File: config.mk
export PLATFORM = sky130hd
export DESIGN_NAME = frac_rate_mod
export DESIGN_NICKNAME = d
export VERILOG_FILES = /design/src/rtl/mod_pkg.sv /design/src/rtl/lo_seq.sv /design/src/rtl/cmac.sv /design/src/rtl/rnd_sat.sv /design/src/rtl/frac_rate_mod.sv
export SDC_FILE = /design/constraint.sdc
export NUM_CORES = 1
export LEC_CHECK = 0
export ABC_AREA = 1
export BUFFER_PORTS_ARGS = -buffer_cell sky130_fd_sc_hd__buf_4
export CAP_MARGIN = 20
export CORE_MARGIN = 1.5
export CORE_UTILIZATION = 55
export DETAILED_ROUTE_END_ITERATION = 8
export PLACE_DENSITY = 0.68
export SYNTH_ARGS = -nofsm -noshare
export SYNTH_HDL_FRONTEND = slang
export SYNTH_SLANG_ARGS = --single-unit
export TNS_END_PERCENT = 10
File: constraint.sdc
create_clock -name clk_i -period 11.8 [get_ports clk_i]
set_clock_uncertainty 0.1 [all_clocks]
set_input_delay 2.36 -clock clk_i [delete_from_list [all_inputs] [get_ports clk_i]]
set_output_delay 2.36 -clock clk_i [all_outputs]
set_load 0.01 [all_outputs]
File: src/rtl/mod_pkg.sv
package mod_pkg;
  localparam int PH_W = 3;

  typedef enum logic [1:0] {
    MOD_NONE    = 2'b00,
    MOD_HALF    = 2'b01,
    MOD_QUARTER = 2'b10,
    MOD_EIGHTH  = 2'b11
  } mod_sel_e;
endpackage

File: src/rtl/lo_seq.sv
module lo_seq
  import mod_pkg::*;
#(
  parameter int CW = 16
) (
  input  logic                 clk_i,
  input  logic                 rst_ni,
  input  logic                 valid_i,
  input  logic                 sync_i,
  input  logic [PH_W-1:0]      ofs_i,
  input  mod_sel_e             mode_i,
  output logic [PH_W-1:0]      phase_o,
  output logic signed [CW-1:0] cos_o,
  output logic signed [CW-1:0] sin_o
);
  localparam int FR = CW - 2;
  localparam int ONE_I = 1 << FR;
  localparam int RT_I = int'(0.7071067811865476 * (2.0 ** FR));
  localparam logic signed [CW-1:0] ONE = CW'(ONE_I);
  localparam logic signed [CW-1:0] RT = CW'(RT_I);

  logic [PH_W-1:0] ph_q, eph;
  logic [PH_W-1:0] ang;

  assign eph = sync_i ? ofs_i : ph_q;

  always_ff @(posedge clk_i or negedge rst_ni) begin
    if (!rst_ni)      ph_q <= '0;
    else if (valid_i) ph_q <= eph + PH_W'(1);
    else if (sync_i)  ph_q <= ofs_i;
  end

  // angle in eighths of a turn
  always_comb begin
    unique case (mode_i)
      MOD_HALF:    ang = {eph[0], 2'b00};
      MOD_QUARTER: ang = {eph[1:0], 1'b0};
      MOD_EIGHTH:  ang = eph;
      default:     ang = '0;
    endcase
  end

  always_comb begin
    unique case (ang)
      3'd0:    begin cos_o = ONE;  sin_o = '0;   end
      3'd1:    begin cos_o = RT;   sin_o = RT;   end
      3'd2:    begin cos_o = '0;   sin_o = ONE;  end
      3'd3:    begin cos_o = -RT;  sin_o = RT;   end
      3'd4:    begin cos_o = -ONE; sin_o = '0;   end
      3'd5:    begin cos_o = -RT;  sin_o = -RT;  end
      3'd6:    begin cos_o = '0;   sin_o = -ONE; end
      default: begin cos_o = RT;   sin_o = -RT;  end
    endcase
  end

  assign phase_o = ph_q;
endmodule

File: src/rtl/cmac.sv
module cmac #(
  parameter int DW = 16,
  parameter int CW = 16,
  localparam int AW = DW + CW + 1
) (
  input  logic signed [DW-1:0] a_i,
  input  logic signed [CW-1:0] c_i,
  input  logic signed [DW-1:0] b_i,
  input  logic signed [CW-1:0] d_i,
  output logic signed [AW-1:0] sum_o
);
  logic signed [AW-1:0] p0, p1;
  assign p0 = AW'(a_i) * AW'(c_i);
  assign p1 = AW'(b_i) * AW'(d_i);
  assign sum_o = p0 + p1;
endmodule

File: src/rtl/rnd_sat.sv
module rnd_sat #(
  parameter int AW = 33,
  parameter int DW = 16,
  parameter int FR = 14
) (
  input  logic signed [AW-1:0] acc_i,
  output logic signed [DW-1:0] y_o
);
  localparam logic signed [AW:0] HALF = (AW+1)'(1) <<< (FR - 1);
  localparam logic signed [AW:0] MAXV = (AW+1)'((1 << (DW - 1)) - 1);
  localparam logic signed [AW:0] MINV = -((AW+1)'(1) <<< (DW - 1));

  logic signed [AW:0] biased, shifted;
  assign biased  = (AW+1)'(acc_i) + HALF;
  assign shifted = biased >>> FR;

  always_comb begin
    if (shifted > MAXV)      y_o = MAXV[DW-1:0];
    else if (shifted < MINV) y_o = MINV[DW-1:0];
    else                     y_o = shifted[DW-1:0];
  end
endmodule

File: src/rtl/frac_rate_mod.sv
module frac_rate_mod
  import mod_pkg::*;
#(
  parameter int DW = 16,
  parameter int CW = 16
) (
  input  logic            clk_i,
  input  logic            rst_ni,
  input  logic            valid_i,
  input  logic [DW-1:0]   i_i,
  input  logic [DW-1:0]   q_i,
  input  logic [1:0]      mode_i,
  input  logic            dual_i,
  input  logic            chan_sel_i,
  input  logic            out_imag_i,
  input  logic            sb_sel_i,
  input  logic [PH_W-1:0] phase_ofs_i,
  input  logic            sync_i,
  output logic            valid_o,
  output logic [DW-1:0]   data_o
);
  localparam int AW = DW + CW + 1;
  localparam int FR = CW - 2;

  logic [PH_W-1:0]      phase;
  logic signed [CW-1:0] lo_cos, lo_sin, sin_rot;
  logic signed [DW-1:0] op_a, op_b;
  logic signed [CW-1:0] op_c, op_d;
  logic signed [AW-1:0] acc;
  logic signed [DW-1:0] y;
  logic                 vld_q;
  logic [DW-1:0]        dat_q;

  lo_seq #(.CW(CW)) u_lo (
    .clk_i   (clk_i),
    .rst_ni  (rst_ni),
    .valid_i (valid_i),
    .sync_i  (sync_i),
    .ofs_i   (phase_ofs_i),
    .mode_i  (mod_sel_e'(mode_i)),
    .phase_o (phase),
    .cos_o   (lo_cos),
    .sin_o   (lo_sin)
  );

  // rotation sign: reject lower image -> positive rotation
  assign sin_rot = sb_sel_i ? lo_sin : -lo_sin;

  always_comb begin
    op_c = lo_cos;
    if (!dual_i) begin
      op_a = chan_sel_i ? $signed(q_i) : $signed(i_i);
      op_b = '0;
      op_d = '0;
    end else if (!out_imag_i) begin
      op_a = $signed(i_i);
      op_b = $signed(q_i);
      op_d = -sin_rot;
    end else begin
      op_a = $signed(q_i);
      op_b = $signed(i_i);
      op_d = sin_rot;
    end
  end

  cmac #(.DW(DW), .CW(CW)) u_mac (
    .a_i   (op_a),
    .c_i   (op_c),
    .b_i   (op_b),
    .d_i   (op_d),
    .sum_o (acc)
  );

  rnd_sat #(.AW(AW), .DW(DW), .FR(FR)) u_rs (
    .acc_i (acc),
    .y_o   (y)
  );

  always_ff @(posedge clk_i or negedge rst_ni) begin
    if (!rst_ni) begin
      vld_q <= 1'b0;
      dat_q <= '0;
    end else begin
      vld_q <= valid_i;
      if (valid_i) dat_q <= y;
    end
  end

  assign valid_o = vld_q;
  assign data_o  = dat_q;
endmodule

==> out/metrics.csv <==
metric,value,unit
fmax,88.9,MHz
whs_path_depth,2,
port_buffers,61,
cts_tree,built,
grt-ovfl-total,0,
num_antenna_cells,0,
setup_viol,0,
ys_types,51,
reg2reg_slack,2590,ps
io_pins,62,
stdcell_count,2898,
outcome,finished clean,
clock_tree.root_cell,clkbuf_16,
cts_sinks,20,
hp-class,flip-flop to flip-flop,
avgViaCountPerCell,5.23,
antenna_found_initial,0,
syn_nets,3109,
critical_path.slowest_cell,nor2_1,
dieArea,38800,µm²
ys_ff_latch,20,
synth_area,20700,µm²
grt_max_degree,43,
power_density,273,nW/µm²
ir_drop,0.419,mV
arrival,11320,ps
worstPathMaxFanout,19,
rsz0062_at_grt,no,
seqPwrFrac,2.2,%
end_kind,flip-flop,
post-route-drc-count,0,
core-area,36800,µm²
num_rows,70,
fp.dieW,197,µm
maxCapViolCount,0,
syn_area_per_cell,8.80,µm²
p_clk_share,1.3,%
drive_gt1_share,8.77,%
cpPeakStageDelay,710,ps
switching_share,61.6,%
dpl_worst_slack,84.0,ps
dp_hpwl,52100,µm
fin_total_pwr,6.03,mW
final.setup.tns,0,ps
setup.worst_path.start_class,input port,
final_cell_area,22100,µm²
die-height,197,µm
combPwrFrac,96.5,%
final-max-slew-violation-count,0,
p_leak,12.0,nW
start_util,56.2,%
synth-edff-count,0,
first_pass_iters,5,
post-route-util,60.0,%
vias,15160,
p_sw,3.72,mW
postRouteAntennaNets,0,
h-tree-depth,1,
wl_per_cell,19.6,µm
grt_pass1_vias,16205,
synth_async_sr_flop_share,100,%
clockBufferDepth,2,
finalCritPeriodShare,95.3,%
worst_pin_slew,989,ps
area_growth,6.64,%
syn_inst,2350,
slew_headroom,33.8,%
clk_latency,250,ps
synth_warnings,0,
clkTransAtPathRegs,60,ps
finalWorstSetupSlack,555,ps
grt_util_all_layers,31.2,%
r2r_cells,34,
gp_congestion,1.00,
dp_cells,2892,
holdBufCountCts,0,
seq_area_frac_synth,2.42,%
placed_area,22000,µm²
crit_type,input port to flip-flop,
synthFlopType,dfrtp_1,
cpMostUsedCell,fa_1,
grt_first_pass_wirelength,90500,µm
internal_power,2.31,mW
whs,394,ps
period_needed,11250,ps
crit_required,11870,ps
wirelength,56800,µm
final_net_count,3190,
cts-buffers-inserted,3,
drt_iter0_drc,1104,
hold_viol_final,0,
cell usage in the layout (no fill, tap or decap), types with 3 or more instances in the layout:
master and count:
fa_1 561, xnor2_1 14, nor3_1 18, nand2_2 15
a32oi_1 14, a21boi_0 4, a21oi_1 48, ha_1 153
a31oi_1 7, nor2_2 10, o21ai_0 23, o21bai_1 3
nor4_1 4, nor2_1 241, a21o_1 8, a21oi_2 11
nand3_1 27, o21ai_2 3, xor2_1 22, nand2_1 319
inv_1 720, buf_4 122, nor2_4 9, inv_2 14
nand3_2 4, xor2_2 3, clkbuf_16 3, dfrtp_1 20
final cells by class:
type / count / area [µm²]
repair buffers: 123 / 936
clock buffers: 4 / 88.8
flip-flops and latches: 20 / 500
well taps: 468 / 586
multi-input cells: 1544 / 17200
inverters: 739 / 2790
fillers: 3287 / 14700
cells by family after synthesis:
| group | share of synthesized area (%) |
|---|---|
| simple gates | 13.5 |
| fa+ha+maj | 63.5 |
| compound gates | 4.12 |
| buf+inv | 14.6 |
| flops | 2.42 |
| xor+xnor | 1.76 |
power by group through the flow:
stage | combinational (mW) | sequential (mW) | clock, mW
global route | 6.51 | 0.136 | 0.0815
CTS | 5.86 | 0.132 | 0.0791
floorplan | 4.21 | 0.143 | 0
global placement | 5.78 | 0.132 | 0
detailed placement | 5.82 | 0.133 | 0
finish | 5.82 | 0.131 | 0.0779
per-layer routing:
layer	routed length, µm	up-vias	GRT usage [%]
met5	0	-	0
met4	1910	0	8.68
met3	3300	92	2.96
met2	28200	484	52.2
met1	23400	7732	43.8
li1	-	6852	-
worst max-delay path, delay by kind of cell:
family	cells	cell delay, ps
buf+inv	8	760
simple gates	15	2750
compound gates	5	940
fa+ha+maj	9	4460
synthesized netlist by cell type, drive strengths merged (8+ instances only):
library cell,number,area (µm²)
buf,24,156
nand2,337,1330
nor2,262,1110
nand3,32,193
ha,153,1910
nor3,20,110
a21oi,60,353
o21ai,27,146
a21o,8,60.1
xnor2,14,123
dfrtp,20,500
clkbuf,23,86.3
xor2,25,241
inv,738,2780
a32oi,15,139
fa,561,11200
registers in the layout, summed over array words and instances (netlist names):
register      flops
u_lo.phase_o      3
data_o           16
valid_o           1
worst paths after layout:
| path | start | to |
|---|---|---|
| setup / recovery | sync_i | data_o[10] |
| max in group asynchronous | rst_ni | u_lo.phase_o[2] |
| hold / removal | data_o[15] | data_o[15] |
| hold reg to reg | data_o[15] | data_o[15] |
| setup reg to reg | u_lo.phase_o[1] | data_o[10] |
| min in group asynchronous | rst_ni | valid_o |
what timing repair did:
action / CTS / global route
resized for setup: 0 / 2
endpoints found under the setup margin: 0 / 15
buffers inserted: 0 / 2
(Power assumes the default switching activity.)
